**src/rtl/pwrstress_pkg.sv**
```systemverilog
package pwrstress_pkg;

   // number of XOR groups the chain is split into
   function automatic int unsigned fold_groups(input int unsigned len, input int unsigned grp);
      return (grp == 0) ? 1 : len / grp;
   endfunction

   // width of a counter that reaches len
   function automatic int unsigned cnt_width(input int unsigned len);
      return (len < 2) ? 1 : $clog2(len + 1);
   endfunction

endpackage

```
**src/rtl/pst_toggle_src.sv**
```systemverilog
module pst_toggle_src (
   input  logic clk_i,
   input  logic rst_i,
   input  logic en_i,
   output logic bit_o
);

   logic bit_q;

   always_ff @(posedge clk_i) begin
      if (rst_i)     bit_q <= 1'b0;
      else if (en_i) bit_q <= ~bit_q;
   end

   assign bit_o = bit_q;

   AST_SRC_FLIPS: assert property (@(posedge clk_i) disable iff (rst_i)
      (en_i && !rst_i) |=> (bit_q != $past(bit_q)) || $past(rst_i)) else $error("source stuck");

endmodule

```
**src/rtl/pst_shift_chain.sv**
```systemverilog
module pst_shift_chain #(
   parameter int unsigned LEN = 1024
) (
   input  logic           clk_i,
   input  logic           rst_i,
   input  logic           en_i,
   input  logic           head_i,
   output logic [LEN-1:0] stage_o
);

   logic [LEN-1:0] stage_q;

   // one reset flop per stage, so the chain cannot be packed into LUT shifters
   for (genvar i = 0; i < LEN; i++) begin : g_stage
      logic nxt;
      if (i == LEN - 1) begin : g_top
         assign nxt = head_i;
      end else begin : g_mid
         assign nxt = stage_q[i+1];
      end
      always_ff @(posedge clk_i) begin
         if (rst_i)     stage_q[i] <= 1'b0;
         else if (en_i) stage_q[i] <= nxt;
      end
   end

   assign stage_o = stage_q;

endmodule

```
**src/rtl/pst_xor_fold.sv**
```systemverilog
module pst_xor_fold #(
   parameter int unsigned W   = 1024,
   parameter int unsigned GRP = 32
) (
   input  logic         clk_i,
   input  logic         rst_i,
   input  logic         en_i,
   input  logic [W-1:0] din_i,
   output logic         bit_o
);

   localparam int unsigned NG = pwrstress_pkg::fold_groups(W, GRP);

   logic [NG-1:0] part_q;
   logic          fin_q;

   for (genvar g = 0; g < NG; g++) begin : g_part
      always_ff @(posedge clk_i) begin
         if (rst_i)     part_q[g] <= 1'b0;
         else if (en_i) part_q[g] <= ^din_i[g*GRP +: GRP];
      end
   end

   always_ff @(posedge clk_i) begin
      if (rst_i)     fin_q <= 1'b0;
      else if (en_i) fin_q <= ^part_q;
   end

   assign bit_o = fin_q;

   AST_FOLD_LATENCY: assert property (@(posedge clk_i) disable iff (rst_i)
      (!$past(rst_i) && $past(en_i) && !$past(rst_i, 2) && $past(en_i, 2))
         |-> (fin_q == ^$past(din_i, 2))) else $error("fold latency");

endmodule

```
**src/rtl/pwr_toggle_stress.sv**
```systemverilog
module pwr_toggle_stress #(
   parameter int unsigned LEN    = 1024,
   parameter int unsigned GRP    = 32,
   parameter bit          TAP_ON = 1'b1
) (
   input  logic clk_i,
   input  logic rst_i,
   input  logic en_i,
   output logic led_o,
   output logic tap_o
);

   localparam int unsigned CW = pwrstress_pkg::cnt_width(LEN);

   if (GRP < 1 || LEN < 1 || (LEN % GRP) != 0) begin : g_bad_cfg
      $error("LEN must be a non-zero multiple of GRP");
   end

   logic           src;
   logic [LEN-1:0] chain;

   pst_toggle_src i_src (
      .clk_i (clk_i),
      .rst_i (rst_i),
      .en_i  (en_i),
      .bit_o (src)
   );

   pst_shift_chain #(.LEN(LEN)) i_chain (
      .clk_i   (clk_i),
      .rst_i   (rst_i),
      .en_i    (en_i),
      .head_i  (src),
      .stage_o (chain)
   );

   pst_xor_fold #(.W(LEN), .GRP(GRP)) i_fold (
      .clk_i (clk_i),
      .rst_i (rst_i),
      .en_i  (en_i),
      .din_i (chain),
      .bit_o (led_o)
   );

   if (TAP_ON) begin : g_tap
      assign tap_o = chain[0];
   end else begin : g_notap
      assign tap_o = 1'b0;
   end

   // enabled edges since reset, saturating at LEN (assertion support only)
   logic [CW-1:0] fill_q;
   always_ff @(posedge clk_i) begin
      if (rst_i)                                fill_q <= '0;
      else if (en_i && fill_q != CW'(LEN))      fill_q <= fill_q + 1'b1;
   end

   AST_RESET_CLEARS: assert property (@(posedge clk_i)
      rst_i |=> (src == 1'b0 && chain == '0 && led_o == 1'b0)) else $error("reset");
   AST_HEAD_FROM_SRC: assert property (@(posedge clk_i) disable iff (rst_i)
      (!$past(rst_i) && $past(en_i)) |-> (chain[LEN-1] == $past(src))) else $error("head");
   AST_ALL_TOGGLE: assert property (@(posedge clk_i) disable iff (rst_i)
      (fill_q == CW'(LEN) && en_i) |=> (chain == ~$past(chain))) else $error("toggle");
   AST_IDLE_HOLDS: assert property (@(posedge clk_i) disable iff (rst_i)
      !en_i |=> ($stable(chain) && $stable(src) && $stable(led_o))) else $error("hold");

endmodule

```
**config.mk**
```make
export PLATFORM = sky130hd
export DESIGN_NAME = pwr_toggle_stress
export DESIGN_NICKNAME = d
export VERILOG_FILES = /design/src/rtl/pwrstress_pkg.sv /design/src/rtl/pst_toggle_src.sv /design/src/rtl/pst_shift_chain.sv /design/src/rtl/pst_xor_fold.sv /design/src/rtl/pwr_toggle_stress.sv
export SDC_FILE = /design/constraint.sdc
export NUM_CORES = 2
export LEC_CHECK = 0
export ABC_AREA = 1
export CORE_ASPECT_RATIO = 1.1
export CORE_UTILIZATION = 36
export DETAILED_ROUTE_END_ITERATION = 16
export PLACE_DENSITY = 0.48
export SLEW_MARGIN = 20
export SYNTH_ARGS = -nofsm -noshare
export SYNTH_HDL_FRONTEND = slang
export SYNTH_SLANG_ARGS = --single-unit
```
**constraint.sdc**
```tcl
create_clock -name clk_i -period 1.7 [get_ports clk_i]
set_input_delay 0.51 -clock clk_i [delete_from_list [all_inputs] [get_ports clk_i]]
set_output_delay 0.51 -clock clk_i [all_outputs]
set_load 0.02 [all_outputs]
```
==> metrics.csv <==
metric;value;unit
status;complete, but fails checks;
violations;setup timing;
cts_made_buffers;134;
drv_cap;0;
relSlewSlack;70.53;%
place.port_buffers;4;
setup_slack;-0.09338;ns
rsz0062_at_grt;true;
core;169200;sq um
start_kind;flop;
place_area;65200;sq um
yosysWarnings;0;
min_period;1.793;ns
nets;10390;
p_clk_share;41.9;%
synth_flop_cell;dfxtp_1;
wire_per_inst;10.33;microns
cts.hold.buffers_added;0;
clock_skew;0.02835;ns
htreeDepth;4;
leakage;34.32;nW
critPathRequiredTime;1.19;ns
ctsLongestPathBuffers;3;
p_per_area;998.0;nW/um^2
swShare;30.07;%
crit_type;flop to output port;
max_freq;557.6;MHz
vias_per_cell;4.544;
routabilityCongestion;0.7746;
synthArstFlopShare;0;%
pre_cts_slack;-0.1303;ns
clock_sinks;1058;
drive_gt1_share;4.482;%
synth_cell_types;19;
cts_tree;done;
ys_seq_elements;1058;
dr.pass1.iters;6;
grt_overflow;0;
internal_power;48.79;mW
syn_inst;10410;
comb_power_share;18.7;%
tightest_slew;0.4420;ns
setup_tns;-0.1140;ns
stdcell_area;69900;sq um
synth_seq_area_share;34.36;%
ir_drop;0.001010;V
clk_pin_slew;0.06;ns
path_cells;buf_8;
hpwlAfterDp;91.58;mm
yosysMostFrequentCell;nand2_1;
wl;131.5;mm
grt_pass1_vias;52720;
drt_iter0_markers;2428;
area_delta_synth_final;13.40;%
r2r-start;i_chain.g_stage[407].nxt$_SDFFE_PP0P_;
seqPwrFrac;39.4;%
die_w;396.6;microns
via_count;57830;
avgSynthCellArea;5.922;sq um
setup_violations;2;
whs;0.07757;ns
die-area;172900;sq um
hold_path.class;primary input to flop;
synth_area_leaders;nand2_1 35%, dfxtp_1 34%, a211oi_1 9.4%, nor2_1 5.6%, inv_1 5.4%;
period_share;105.5;%
ctsRootBufferMaster;clkbuf_16;
synth_edf_count;0;
crit_family;flip-flops;
grtUsageTotal;15.19;%
antenna_left;0;
worst-path-max-fanout;2;
finalHoldViolations;0;
synth_top_area_cell;nand2_1;
min_from;rst_i;
grt_pass1_wl;232.2;mm
synth_top_area_share;34.64;%
start_util;36.43;%
syn-num-nets;10410;
netlist_area;61650;sq um
cp_slowest_stage_delay;0.39;ns
antenna_found_initial;0;
drcViolationCount;0;
slew_viol_final;0;
crit_start;i_fold.bit_o$_SDFFE_PP0P_;
io_pins;5;
path_buf_inv;1;
seq_area;21220;sq um
die_h;436.0;microns
placementRows;158;
dp_cells;12490;
crit_arrival;1.28;ns
finalNonFillerCells;12730;
antenna_cells;0;
slowest_stage;dfxtp_4;
setup.worst_path.end_class;output port;
clock_latency;0.77;ns
multi_input_area;35590;sq um
p_switching;20.98;mW
ys_top_cells_by_count;5689 x nand2_1, 1058 x dfxtp_1, 924 x nor2_1;
grt_max_degree;60;
n_fill_cell;17880;
==> worst paths after layout <==
kind                                                end  slack (ns)  cells past startpoint
setup / recovery                                  led_o       -0.09                      1
setup reg to reg         i_fold.part_q[12]$_SDFFE_PP0P_        0.19                     10
hold / removal    i_chain.g_stage[217].nxt$_SDFFE_PP0P_        0.08                      2
hold reg to reg                i_src.bit_o$_SDFFE_PP0P_        0.46                      2
==> power groups by stage <==
stage	logic (mW)	registers [mW]	clock network, mW
global placement	12.9	27.9	0
floorplan	10.3	27.7	0
CTS	13.2	27.5	30.5
global route	15.4	27.7	31.5
finish	13.0	27.5	29.2
detailed placement	13.2	28.0	0
==> stage by stage <==
stage          utilization, %  total power [mW]
2_1_floorplan               -             37.99
3_3_place_gp            38.53             40.86
3_5_place_dp            38.53             41.13
4_1_cts                 41.21             71.18
5_1_grt                 41.31             74.62
6_report                41.31             69.76
==> cells in the final DEF, fill, tap and decap left out, types with 126 or more instances in the layout <==
| cell | count |
|---|---|
| a211oi_1 | 769 |
| buf_4 | 126 |
| xnor2_1 | 167 |
| clkbuf_16 | 141 |
| dfxtp_1 | 1032 |
| nand2_1 | 5684 |
| xor2_1 | 164 |
| a21oi_1 | 278 |
| nor2_1 | 912 |
| inv_1 | 892 |
==> flip-flops by register name, summed over array words and instances, names as in the netlist <==
register	flops
i_chain.g_stage.nxt	1023
i_fold.part_q	32
i_chain.stage_o	1
i_fold.bit_o	1
i_src.bit_o	1
==> final cells by class <==
type	count	share of cell area [%]
tap	2240	4.009
clock inverter	42	0.7518
sequential	1058	30.35
inverter	894	4.811
multi-input combinational	8098	50.91
timing repair buffer	199	3.428
clock buffer	195	5.738
==> repair_timing <==
item / 4_1_cts / 5_1_grt
pin swaps: 0 / 1
endpoints found under the setup margin: 3 / 17
gates resized for setup: 18 / 56
buffers inserted: 1 / 0
==> per-layer routing <==
metal,vias to the layer above,wire [microns],track usage [%]
met3,162,3151,2.335
li1,32170,-,-
met4,0,2766,4.496
met5,-,0,0
met2,363,61440,26.97
met1,25140,64100,18.70
==> cells by family (layout without fill, tap and decap cells) <==
family          Yosys count  count (layout)  share of synthesized area [%]
flops                  1058            1058                          34.36
compound gates         1047            1047                          11.62
simple gates           6713            6713                          41.08
xor+xnor                338             338                          4.802
buf+inv                1253            1330                          8.137
No activity file was read; power rests on OpenSTA's default activity.
